[config.mk]
export PLATFORM = sky130hd
export DESIGN_NAME = bkpt_match_top
export DESIGN_NICKNAME = d
export VERILOG_FILES = /design/src/rtl/bkpt_pkg.sv /design/src/rtl/bkpt_chan_cmp.sv /design/src/rtl/bkpt_regs.sv /design/src/rtl/bkpt_seq_fsm.sv /design/src/rtl/bkpt_match_top.sv
export SDC_FILE = /design/constraint.sdc
export NUM_CORES = 1
export LEC_CHECK = 0
export ABC_AREA = 0
export CORE_MARGIN = 2
export CORE_UTILIZATION = 45
export CTS_CLUSTER_DIAMETER = 200
export DETAILED_ROUTE_END_ITERATION = 7
export PLACE_DENSITY = 0.72
export SLEW_MARGIN = 15
export SYNTH_ARGS = -nofsm -noshare
export SYNTH_HDL_FRONTEND = slang
export SYNTH_SLANG_ARGS = --single-unit
[constraint.sdc]
create_clock -name clk -period 3.85 [get_ports clk]
set_clock_uncertainty 0.15 [all_clocks]
set_input_delay 0.5775 -clock clk [delete_from_list [all_inputs] [get_ports clk]]
set_output_delay 0.5775 -clock clk [all_outputs]
set_load 0.05 [all_outputs]
[src/rtl/bkpt_pkg.sv]
package bkpt_pkg;

    localparam int unsigned AW  = 32;
    localparam int unsigned NCH = 2;
    localparam int unsigned RAW = 8;

    // Register layout (byte offsets)
    localparam logic [RAW-1:0] CH_BASE   = 8'h40;
    localparam int unsigned    CH_STRIDE = 32'h20;
    localparam logic [RAW-1:0] OFS_ADDR  = 8'h00;
    localparam logic [RAW-1:0] OFS_MASK  = 8'h04;
    localparam logic [RAW-1:0] OFS_COND  = 8'h08;
    localparam logic [RAW-1:0] CTRL_OFS  = 8'h78;

    // Control register bits
    localparam int unsigned    SEQ_BIT    = 4;
    localparam logic [15:0]    CTRL_FLAGS = 16'hC0C0;
    localparam logic [15:0]    CTRL_PLAIN = 16'h341C;

    typedef struct packed {
        logic          valid;
        logic [AW-1:0] addr;
        logic          periph;
        logic          fetch;
        logic          write;
        logic [1:0]    size;
    } bus_cyc_t;

    typedef struct packed {
        logic [AW-1:0] addr;
        logic [1:0]    mask;
        logic [7:0]    cond;
    } chan_cfg_t;

    typedef enum logic [1:0] {
        SQ_FREE   = 2'd0,
        SQ_WAIT_A = 2'd1,
        SQ_ARMED  = 2'd2
    } seq_st_e;

    function automatic logic [RAW-1:0] ch_base(input int unsigned i);
        return RAW'(32'(CH_BASE) + CH_STRIDE * i);
    endfunction

    // Sticky flag position: channel i, master kind per
    function automatic logic [3:0] flag_bit(input int unsigned i, input logic per);
        return 4'(32'd15 - 32'd8 * i - {31'd0, per});
    endfunction

endpackage

[src/rtl/bkpt_chan_cmp.sv]
module bkpt_chan_cmp
    import bkpt_pkg::*;
#(
    parameter int unsigned LOW_MID = 10,
    parameter int unsigned LOW_HI  = 12
) (
    input  logic      clk,
    input  logic      rst_n,
    input  chan_cfg_t cfg,
    input  bus_cyc_t  bus,
    output logic      hit
);

    localparam logic [AW-1:0] CARE_ALL = '1;
    localparam logic [AW-1:0] CARE_MID = CARE_ALL << LOW_MID;
    localparam logic [AW-1:0] CARE_HI  = CARE_ALL << LOW_HI;

    // Two-choice qualifier: 0 any, 1 first choice, 2 second, 3 never
    function automatic logic pick2(input logic [1:0] q, input logic first);
        case (q)
            2'd0:    return 1'b1;
            2'd1:    return first;
            2'd2:    return !first;
            default: return 1'b0;
        endcase
    endfunction

    logic [AW-1:0] care;
    logic          addr_ok;
    logic          mst_ok;
    logic          kind_ok;
    logic          dir_ok;
    logic          size_ok;

    always_comb begin
        unique case (cfg.mask)
            2'd0: care = CARE_ALL;
            2'd1: care = CARE_MID;
            2'd2: care = CARE_HI;
            2'd3: care = '0;
        endcase
    end

    assign addr_ok = ((bus.addr ^ cfg.addr) & care) == '0;
    assign mst_ok  = (cfg.cond[7:6] != 2'd0) && pick2(cfg.cond[7:6], !bus.periph);
    assign kind_ok = pick2(cfg.cond[5:4], bus.fetch);
    assign dir_ok  = pick2(cfg.cond[3:2], !bus.write);
    assign size_ok = (cfg.cond[1:0] == 2'd0) || (cfg.cond[1:0] == bus.size);

    assign hit = bus.valid && addr_ok && mst_ok && kind_ok && dir_ok && size_ok;


    full_addr_chk: assert property (@(posedge clk) disable iff (!rst_n)
        (hit && cfg.mask == 2'd0) |-> bus.addr == cfg.addr);


    valid_gate_chk: assert property (@(posedge clk) disable iff (!rst_n)
        hit |-> bus.valid);

endmodule

[src/rtl/bkpt_regs.sv]
module bkpt_regs
    import bkpt_pkg::*;
(
    input  logic           clk,
    input  logic           rst_n,
    input  logic           we,
    input  logic [RAW-1:0] addr,
    input  logic [31:0]    wdata,
    input  logic [NCH-1:0] hit,
    input  logic           periph,
    output chan_cfg_t      cfg [NCH],
    output logic           seq_en,
    output logic [31:0]    rdata
);

    logic [15:0] ctrl;
    logic [15:0] ctrl_n;

    always_ff @(posedge clk) begin
        if (!rst_n) begin
            for (int unsigned i = 0; i < NCH; i++) cfg[i] <= '0;
        end else if (we) begin
            for (int unsigned i = 0; i < NCH; i++) begin
                if (addr == ch_base(i) + OFS_ADDR) cfg[i].addr <= wdata;
                if (addr == ch_base(i) + OFS_MASK) cfg[i].mask <= wdata[1:0];
                if (addr == ch_base(i) + OFS_COND) cfg[i].cond <= wdata[7:0];
            end
        end
    end

    always_comb begin
        ctrl_n = ctrl;
        if (we && addr == CTRL_OFS)
            ctrl_n = (wdata[15:0] & CTRL_PLAIN) | (ctrl & wdata[15:0] & CTRL_FLAGS);
        for (int unsigned i = 0; i < NCH; i++)
            if (hit[i]) ctrl_n[flag_bit(i, periph)] = 1'b1;
    end

    always_ff @(posedge clk) begin
        if (!rst_n) ctrl <= '0;
        else        ctrl <= ctrl_n;
    end

    assign seq_en = ctrl[SEQ_BIT];

    always_comb begin
        rdata = '0;
        if (addr == CTRL_OFS) rdata = {16'd0, ctrl};
        for (int unsigned i = 0; i < NCH; i++) begin
            if (addr == ch_base(i) + OFS_ADDR) rdata = cfg[i].addr;
            if (addr == ch_base(i) + OFS_MASK) rdata = {30'd0, cfg[i].mask};
            if (addr == ch_base(i) + OFS_COND) rdata = {24'd0, cfg[i].cond};
        end
    end


    flag_a_cpu_chk: assert property (@(posedge clk) disable iff (!rst_n)
        $rose(ctrl[15]) |-> $past(hit[0] && !periph));


    flag_b_per_chk: assert property (@(posedge clk) disable iff (!rst_n)
        $rose(ctrl[6]) |-> $past(hit[1] && periph));


    flag_clear_chk: assert property (@(posedge clk) disable iff (!rst_n)
        $fell(ctrl[15]) |-> $past(we && addr == CTRL_OFS && !wdata[15]));

endmodule

[src/rtl/bkpt_seq_fsm.sv]
module bkpt_seq_fsm
    import bkpt_pkg::*;
(
    input  logic           clk,
    input  logic           rst_n,
    input  logic           seq_en,
    input  logic [NCH-1:0] hit,
    output logic           brk_req
);

    seq_st_e state;
    seq_st_e nxt;
    logic    brk_nxt;

    always_ff @(posedge clk) begin
        if (!rst_n) begin
            state   <= SQ_FREE;
            brk_req <= 1'b0;
        end else begin
            state   <= nxt;
            brk_req <= brk_nxt;
        end
    end

    always_comb begin
        nxt     = state;
        brk_nxt = 1'b0;
        if (!seq_en) begin
            nxt     = SQ_FREE;
            brk_nxt = |hit;
        end else begin
            unique case (state)
                SQ_FREE, SQ_WAIT_A: nxt = hit[0] ? SQ_ARMED : SQ_WAIT_A;
                SQ_ARMED: begin
                    brk_nxt = hit[1];
                    nxt     = hit[1] ? SQ_WAIT_A : SQ_ARMED;
                end
                default: nxt = SQ_FREE;
            endcase
        end
    end


    brk_source_chk: assert property (@(posedge clk) disable iff (!rst_n)
        brk_req |-> $past(|hit));


    arm_cause_chk: assert property (@(posedge clk) disable iff (!rst_n)
        (state == SQ_ARMED) |-> ($past(hit[0]) || $past(state == SQ_ARMED)));

endmodule

[src/rtl/bkpt_match_top.sv]
module bkpt_match_top
    import bkpt_pkg::*;
#(
    parameter int unsigned LOW_MID = 10,
    parameter int unsigned LOW_HI  = 12
) (
    input  logic        clk,
    input  logic        rst_n,
    input  logic        reg_we,
    input  logic [7:0]  reg_addr,
    input  logic [31:0] reg_wdata,
    output logic [31:0] reg_rdata,
    input  logic        bus_valid,
    input  logic [31:0] bus_addr,
    input  logic        bus_periph,
    input  logic        bus_fetch,
    input  logic        bus_write,
    input  logic [1:0]  bus_size,
    output logic        brk_req
);

    bus_cyc_t       bus;
    chan_cfg_t      cfg [NCH];
    logic [NCH-1:0] hit;
    logic           seq_en;

    assign bus = {bus_valid, bus_addr, bus_periph, bus_fetch, bus_write, bus_size};

    bkpt_regs regs_i (
        .clk    (clk),
        .rst_n  (rst_n),
        .we     (reg_we),
        .addr   (reg_addr),
        .wdata  (reg_wdata),
        .hit    (hit),
        .periph (bus_periph),
        .cfg    (cfg),
        .seq_en (seq_en),
        .rdata  (reg_rdata)
    );

    for (genvar g = 0; g < NCH; g++) begin : g_chan
        bkpt_chan_cmp #(
            .LOW_MID (LOW_MID),
            .LOW_HI  (LOW_HI)
        ) cmp_i (
            .clk   (clk),
            .rst_n (rst_n),
            .cfg   (cfg[g]),
            .bus   (bus),
            .hit   (hit[g])
        );
    end

    bkpt_seq_fsm fsm_i (
        .clk     (clk),
        .rst_n   (rst_n),
        .seq_en  (seq_en),
        .hit     (hit),
        .brk_req (brk_req)
    );


    idle_bus_chk: assert property (@(posedge clk) disable iff (!rst_n)
        brk_req |-> $past(bus_valid));


    seq_b_only_chk: assert property (@(posedge clk) disable iff (!rst_n)
        (brk_req && $past(seq_en)) |-> $past(hit[1]));

endmodule

[Yosys cells after proc, flatten, opt, wreduce, memory -nomap -nowiden]
Cells that the tools add are included.
Storage, ports and cells
  bits in registers: 103
  output and inout port bits: 33
Cells by class
  multiplexer cells: 27
  magnitude comparators: 4
  eq/ne operators: 29
  bitwise gates (word level): 8
  add/subtract/negate cells: 2
  reduce and logical (&&, ||, !) cells: 44
Operators by type and width (count)
  case mux 32 bit (4 select lines): 2
  2-to-1 mux 32 bit: 6
  bitwise AND 32 bit: 2
  zero test 32 bit: 2
  2-to-1 mux 16 bit: 4
  bitwise XOR 32 bit: 2
  == test 8 x 7 -> 1 bit, second input constant: 7
  bitwise OR 16 bit: 2
  == test 2 bit, second input constant: 11
  zero test 2 bit: 11
  == test 2 x 1 -> 1 bit, second input constant: 9
  case mux 1 bit (3 select lines): 6
  bitwise AND 16 bit: 1
  bitwise OR 14 x 16 -> 16 bit: 1
  logical AND 1 bit: 15
  AND reduction 2 bit: 7
  < comparator 4 x 5 -> 1 bit, second input constant: 2
  demux 1 bit (select 4 bit): 2
  greater-or-equal comparator 4 x 1 -> 1 bit, second input constant: 2
  == test 2 bit: 2
  2-to-1 mux 1 bit: 4
  2-to-1 mux 2 bit: 2
  case mux 2 bit (2 select lines): 1
  nonzero test 2 bit: 2
  5 further kinds: 9

[Logic depth before layout (Yosys ltp)]
Gate-level depths: netlist of the first run.
  word-level depth: 12
  gate-level depth with buffers: 8

[Modules after synthesis]
Synthesis of the first run repeated with hierarchy kept, for this count alone.
Second synthesis, totals
  cell total of the unflattened synthesis: 647
  area, all modules: 5552.8 µm²
Modules (own cells, without submodules)
  bkpt_regs: cells each 521, times used 1, area each 4511.8 µm²
  bkpt_chan_cmp: cells each 57, times used 2, area each 460.4 µm²
  bkpt_seq_fsm: cells each 12, times used 1, area each 120.1 µm²

[Worst setup path before layout of the first run]
Ideal clock, no wire load.
  path kind: input to output
  from: in reg_addr[2]
  to: out reg_rdata[1]
  required time: 3122 ps
  stages: 7
  arrival: 2805 ps
  setup slack: 318 ps
  buffers on the path: 1
  cell sequence: buf_2 -> or4_4 -> o22ai_1 -> o31ai_1 -> nand2_1 -> o31ai_1 -> a221oi_1
Between the ends
  word-level cells in the longest chain between the ends: 8
  elaborated cells on any way between the ends: 14
  those cells by class: eq/ne (7); mux (7)
Ends and longest elaborated chain
  start, declared: line bkpt_match_top.sv:10  | input logic [7:0] reg_addr,
  == test 8 x 7 -> 1 bit: line bkpt_regs.sv:48  | if (addr == CTRL_OFS) rdata = {16'd0, ctrl};
  2-to-1 mux 16 bit: line bkpt_regs.sv:48
  2-to-1 mux 32 bit: line bkpt_regs.sv:50  | if (addr == ch_base(i) + OFS_ADDR) rdata = cfg[i].addr;
  2-to-1 mux 32 bit: line bkpt_regs.sv:51  | if (addr == ch_base(i) + OFS_MASK) rdata = {30'd0, cfg[i].mask};
  2-to-1 mux 32 bit: line bkpt_regs.sv:52  | if (addr == ch_base(i) + OFS_COND) rdata = {24'd0, cfg[i].cond};
  2-to-1 mux 32 bit: line bkpt_regs.sv:50
  2-to-1 mux 32 bit: line bkpt_regs.sv:51
  2-to-1 mux 32 bit *: line bkpt_regs.sv:52
  end, declared: line bkpt_match_top.sv:12  | output logic [31:0] reg_rdata,
Every way passes the cells marked *; elsewhere a longest branch is shown, timed or not.

[Worst setup path after layout of the first run]
  from: in reg_addr[3]
  to: out reg_rdata[1]
Same word-level chain as after synthesis.

==> results of run 1 <==
## where the power goes
group          internal [mW]  leakage, nW  switching [mW]
Clock                  0.451        0.139           0.421
Combinational          0.115         1.53          0.0894
Sequential              1.00        0.781         0.00117
Total                   1.57         2.45           0.511
## sequential cells by signal, summed over array words and instances (netlist names)
signal	cells
regs_i.cfg	84
regs_i.ctrl	10
fsm_i.state	2
fsm_i.brk_req	1
## placed cells by master, fill, tap and decap left out, types with 2 or more instances in the layout
| cell type | count |
|---|---|
| nand2_1 | 176 |
| dfxtp_1 | 97 |
| clkdlybuf4s50_1 | 80 |
| a21boi_1 | 66 |
| xnor2_1 | 38 |
| buf_12 | 34 |
| nand3_1 | 28 |
| xor2_1 | 26 |
| a21boi_0 | 21 |
| a22o_1 | 19 |
| a22oi_1 | 17 |
| buf_4 | 14 |
| o21ai_0 | 13 |
| nand4_1 | 11 |
| nor2_1 | 9 |
| mux2i_1 | 9 |
| clkbuf_16 | 9 |
| nor2b_1 | 8 |
| nor4_1 | 8 |
| a21oi_1 | 7 |
| and2_1 | 6 |
| inv_1 | 5 |
| nor3_1 | 3 |
| clkinv_4 | 3 |
| nor2_4 | 2 |
| nor2_2 | 2 |
| a222oi_1 | 2 |
| o31ai_1 | 2 |
| a221oi_1 | 2 |
| nand2b_1 | 2 |
| nand3b_1 | 2 |
| inv_6 | 2 |
## cell usage after synthesis, types with 2 or more instances
cell type / instances / area, um^2
nand2_1: 176 / 661
nand3b_1: 2 / 15.0
a21boi_0: 21 / 158
nor4_1: 8 / 50.1
nor2_2: 2 / 12.5
buf_6: 6 / 67.6
o31ai_1: 2 / 15.0
xor2_1: 26 / 228
nand3_1: 28 / 140
nor2b_1: 8 / 50.1
a22oi_1: 17 / 128
a21oi_1: 7 / 35.0
dfxtp_1: 97 / 1940
xnor2_1: 38 / 333
a221oi_1: 2 / 17.5
o21ai_0: 13 / 65.1
inv_1: 5 / 18.8
nor2_4: 2 / 22.5
a222oi_1: 2 / 20.0
clkbuf_1: 25 / 93.8
nor2_1: 9 / 33.8
buf_4: 2 / 15.0
a22o_1: 19 / 166
nand4_1: 11 / 68.8
and2_1: 6 / 37.5
nor3_1: 3 / 15.0
buf_2: 3 / 15.0
a21boi_1: 66 / 495
mux2i_1: 9 / 90.1
nand2b_1: 2 / 12.5
## per-layer routing
metal | part of all wire, % | routed length (um) | track usage (%) | vias to the layer above
met3 | 7.3 | 1170 | 3.44 | 41
met5 | 0 | 0 | 0 | -
met4 | 3.1 | 500 | 11.2 | 0
met2 | 48 | 7730 | 42.6 | 233
li1 | - | - | - | 2395
met1 | 41 | 6630 | 33.0 | 2428
## metrics by stage
stage               cells  setup WS, ns  util (%)  area, um^2
floorplan             634         0.318         -        5170
global placement      869         0.446      59.6        6750
detailed placement    869         0.390      59.6        6750
CTS                   885         0.389      62.2        7040
global route          885         0.179      62.2        7040
finish                885         0.389      62.2        7040
## kinds of logic after synthesis
logic type / Yosys count / synth area share [%]
and+or+nand+nor: 264 / 23.1
buffers and inverters: 42 / 4.14
muxes: 9 / 1.74
DFF: 97 / 37.5
xor gates and xnor gates: 64 / 10.8
AOI/OAI and AO/OA: 158 / 22.7
## worst max-delay path, cell delays in order
cell and delay [ns]:
clkdlybuf4s50_1 0.51, or4_4 0.58, o22ai_1 0.15, o31ai_1 0.14
nand2_1 0.09, o31ai_1 0.08, a221oi_1 0.42, buf_12 0.20
## path summary, 6_finish.rpt
path	slack, ns	cells past startpoint	startpoint	endpoint
max	0.39	8	reg_addr[3]	reg_rdata[1]
min	0.32	2	regs_i.ctrl[13]	regs_i.ctrl[13]
max reg2reg	1.58	7	regs_i.cfg[29]	fsm_i.brk_req
min reg2reg	0.32	2	regs_i.ctrl[13]	regs_i.ctrl[13]
## cell type report
class / instances / area, um^2 / area share (%)
Clock buffer: 9 / 225 / 3.20
Inverter: 5 / 18.8 / 0.267
Sequential cell: 97 / 1940 / 27.6
Multi-Input combinational cell: 495 / 3020 / 42.9
Clock inverter: 7 / 62.6 / 0.889
Tap cell: 143 / 179 / 2.54
Timing Repair Buffer: 129 / 1590 / 22.6
==> impl_metrics.tcl, run 1 <==
set metrics [dict create \
    status "finished, final reports clean" \
    grt_pass1_wl_um 25300 \
    initial_core_util_pct 45.7 \
    finalHoldViolCount 0 \
    synth.distinct_cells 47 \
    path_class "input pin to output pin" \
    wl_per_cell_um 18.1 \
    yosysWarnings 0 \
    tns_ns 0 \
    cellPowerDensity_nw_per_um2 296 \
    io_pins 114 \
    clkSlewWorstSetupHoldPaths_ns 0.07 \
    dieArea_um2 12400 \
    arrival_ns 2.73 \
    hold_buffers 0 \
    final.min_clock_period_ns 3.46 \
    synth-seq-area-share_pct 37.5 \
    synthFlopType "dfxtp_1" \
    critPathLaunchType "input pin" \
    netlist_area_um2 5170 \
    routed_wl_um 16000 \
    cp-end-kind "output pin" \
    slew_viol_final 0 \
    root_buffer "clkbuf_16" \
    synth_seq_cells 97 \
    nNetsFinal 818 \
    drive_above_1_share_pct 9.97 \
    hold_class "flop to flop" \
    drtPass1Iterations 5 \
    route.detailed.drc 0 \
    power.total_mw 2.08 \
    whs_ns 0.323 \
    cts.sinks 97 \
    avgSynthCellArea_um2 8.16 \
    io_buffers 113 \
    hpwl_um 11400 \
    antenna_cells 0 \
    via_per_inst 5.76 \
    post_cts_resized 0 \
    p_leak_nw 2.45 \
    vias 5097 \
    finalCritPeriodShare_pct 89.9 \
    syn2layout_area_growth_pct 36.0 \
    cts_tree "done" \
    synth_edf_count 0 \
    htreeDepth 3 \
    clock.fmax_mhz 289 \
    worstSkewPairLatency_ns 0.35 \
    synthCells 634 \
    core_area_um2 11300 \
    rows 39 \
    ys_async_sr_fraction_pct 0 \
    setup_viol 0 \
    die_w_um 111 \
    track_usage_pct 25.6 \
    rsz0062_at_grt "false" \
    synth_nets 715 \
    gp_congestion 0.914 \
    cts_setup_buffers 0 \
    drt_iter0_drc 481 \
    cp_max_fo 7 \
    grt-ovfl-total 0 \
    numCtsBuffers 9 \
    crit_required_ns 3.12 \
    slew_headroom_pct 48.1 \
    grt_start_max_net_pins 54 \
    grt_pass1_vias 5015 \
    drtAntennaViolNets 0 \
    antenna_found_initial 0 \
    dieHeight_um 111 \
    fillers 981 \
    max_cap_viol_count 0 \
    ir_worst_vdd_mv 0.227 \
    worst_pin_slew_ns 0.766 \
    cts_buffer_depth 2 \
]
(Power assumes the default switching activity.)
==> run 2: changes to the inputs <==
--- a/config.mk
+++ b/config.mk
@@ -10,8 +10,8 @@
 export CORE_UTILIZATION = 45
 export CTS_CLUSTER_DIAMETER = 200
 export DETAILED_ROUTE_END_ITERATION = 7
+export GPL_TIMING_DRIVEN = 0
 export PLACE_DENSITY = 0.72
-export SLEW_MARGIN = 15
 export SYNTH_ARGS = -nofsm -noshare
 export SYNTH_HDL_FRONTEND = slang
 export SYNTH_SLANG_ARGS = --single-unit
==> run 2 against run 1 <==
  * Setup slack lost 0.32 ns
  * Critical path type unchanged
  * Die area is the same
  * Worst hold slack lost 0.0028 ns
  * Highest routed layer unchanged
  * Core utilization shrank 1.8 points
  * First-iteration DRC count shrank 1.5%
  * Non-clock buffer count grew 19
  * Sequential share of layout area grew 0.83 points
==> impl_metrics.tcl, run 2 (synthesis gave the netlist of run 1 again) <==
set metrics [dict create \
    layout_commonest_cell "nand2_1" \
    grt_pass1_vias 5160 \
    slew_headroom_pct 42.6 \
    rr_startpoint "regs_i.cfg[29]" \
    nNetsFinal 837 \
    power.total_mw 2.34 \
    drt-met1-wl_um 7380 \
    p_comb_share_pct 9.0 \
    critPathLaunchType "input pin" \
    swShare_pct 21.5 \
    drive_above_1_share_pct 6.04 \
    hold_buffers 0 \
    top_layer "met4" \
    htreeDepth 3 \
    place_inst 888 \
    wl_per_cell_um 19.4 \
    grt-ovfl-total 0 \
    cts_setup_buffers 0 \
    cts.sinks 97 \
    vias 5215 \
    top_register "regs_i.cfg" \
    dieArea_um2 12400 \
    wl_met2_um 8240 \
    worstSkewPairLatency_ns 0.35 \
    syn2layout_area_growth_pct 32.0 \
    holdPathEnd "regs_i.ctrl[2]" \
    drt_iter0_drc 474 \
    numCtsBuffers 9 \
    ir_worst_vdd_mv 0.187 \
    top_regs "regs_i.cfg: 84 flops, regs_i.ctrl: 10 flops, fsm_i.state: 2 flops" \
    setup_viol 0 \
    routed_wl_um 17500 \
    hold_start "regs_i.ctrl[2]" \
    io_buffers 111 \
    clkSlewWorstSetupHoldPaths_ns 0.06 \
    via_per_inst 5.77 \
    drtPass1Iterations 5 \
    route.detailed.drc 0 \
    die_w_um 111 \
    wl_met3_um 1460 \
    status "finished, final reports clean" \
    antenna_found_initial 0 \
    fillers 1029 \
    track_usage_pct 28.1 \
    crit_required_ns 3.12 \
    cellPowerDensity_nw_per_um2 343 \
    largest_register_ffs 84 \
    cp_max_fo 10 \
    stdcell_count 904 \
    rows 39 \
    io_pins 114 \
    max_cap_viol_count 0 \
    p_seq_share_pct 42.9 \
    hpwl_um 13200 \
    worst_pin_slew_ns 0.847 \
    slew_viol_final 0 \
    gp_congestion 0.951 \
    tns_ns 0 \
    final_cell_mix "nand2_1, dfxtp_1, clkdlybuf4s50_1" \
    grt_start_max_net_pins 17 \
    antenna_cells 0 \
    p_leak_nw 2.58 \
    path_class "input pin to output pin" \
    cts_tree "done" \
    worstReg2RegEnd "fsm_i.brk_req" \
    initial_core_util_pct 45.7 \
    core_area_um2 11300 \
    cts_buffer_depth 2 \
    clock.fmax_mhz 264 \
    switchingPower_uw 504 \
    whs_ns 0.320 \
    dieHeight_um 111 \
    root_buffer "clkbuf_16" \
    final.min_clock_period_ns 3.78 \
    rsz0062_at_grt "false" \
    drtAntennaViolNets 0 \
    cp-end-kind "output pin" \
    grt_pass1_wl_um 27500 \
    internal-power_mw 1.84 \
    ff2ff_path_depth 7 \
    p_clk_share_pct 48.1 \
    finalHoldViolCount 0 \
    arrival_ns 3.05 \
    finalCritPeriodShare_pct 98.2 \
    hold_depth 2 \
    r2r_slack_ns 1.62 \
    hold_class "flop to flop" \
]
-- run 2: cell types whose count changed in the layout (fill, tap and decap cells not counted), sizes merged --
cell / change
bufinv: +4
dlygate4sd2: +23
buf: -37
clkbuf: +28
clkdlybuf4s50: -1
clkinv: -2
clkinvlp: -1
clkdlybuf4s15: +2
dlymetal6s2s: +5
inv: -2
-- run 2: worst max path at each step --
stage / from / end / slack [ns] / depth (start not counted)
after CTS: reg_addr[3] / reg_rdata[23] / 0.00005 / 6
after floorplan: reg_addr[2] / reg_rdata[1] / 0.32 / 7
final: reg_addr[3] / reg_rdata[2] / 0.07 / 8
after global routing: reg_addr[4] / reg_rdata[2] / 0.003 / 8
after global placement: reg_addr[3] / reg_rdata[3] / -0.42 / 7
after detailed placement: reg_addr[3] / reg_rdata[6] / -0.42 / 7
-- run 2: final cells by class --
type | count | area (um^2) | share of cell area, %
Timing Repair Buffer | 111 | 1080 | 15.9
Clock inverter | 6 | 138 | 2.02
Clock buffer | 10 | 239 | 3.50
Tap cell | 143 | 179 | 2.62
Buffer | 37 | 204 | 2.99
Multi-Input combinational cell | 495 | 3030 | 44.3
Inverter | 5 | 18.8 | 0.275
Sequential cell | 97 | 1940 | 28.4
-- run 2: worst max-delay path, cell delays in order --
cell	delay (ns)
clkdlybuf4s50_1	0.60
nor2b_1	0.21
nand2_1	0.16
nor2_2	0.37
buf_2	0.34
a22oi_1	0.13
nand3_1	0.14
clkdlybuf4s15_1	0.51
-- run 2: routing by layer --
| metal | GRT usage (%) | vias up |
|---|---|---|
| li1 | - | 2429 |
| met1 | 36.6 | 2466 |
| met2 | 46.9 | 274 |
| met3 | 4.76 | 46 |
| met4 | 10.4 | 0 |
| met5 | 0 | - |
-- run 2: power by group through the flow --
stage / registers (mW) / clock network [mW] / logic [mW]
floorplan: 1.03 / 0 / 0.0730
global placement: 1.03 / 0 / 0.205
detailed placement: 1.03 / 0 / 0.207
CTS: 1.01 / 1.12 / 0.209
global route: 1.00 / 1.17 / 0.224
finish: 1.00 / 1.13 / 0.212
-- run 2: timing repair --
item,4_1_cts,5_1_grt
gates resized for setup,35,12
setup endpoints to repair,32,14
cloned,0,0
endpoints found under the hold margin,0,0
pin swaps,0,0
-- run 2: per-stage QoR --
step           util (%)  cell area (um^2)  worst slack [ns]
6_report           60.3              6830            0.0686
3_3_place_gp       57.1              6460            -0.420
3_5_place_dp       57.1              6460            -0.418
4_1_cts            60.2              6820         0.0000488
2_1_floorplan         -              5170             0.318
5_1_grt            60.3              6830           0.00261
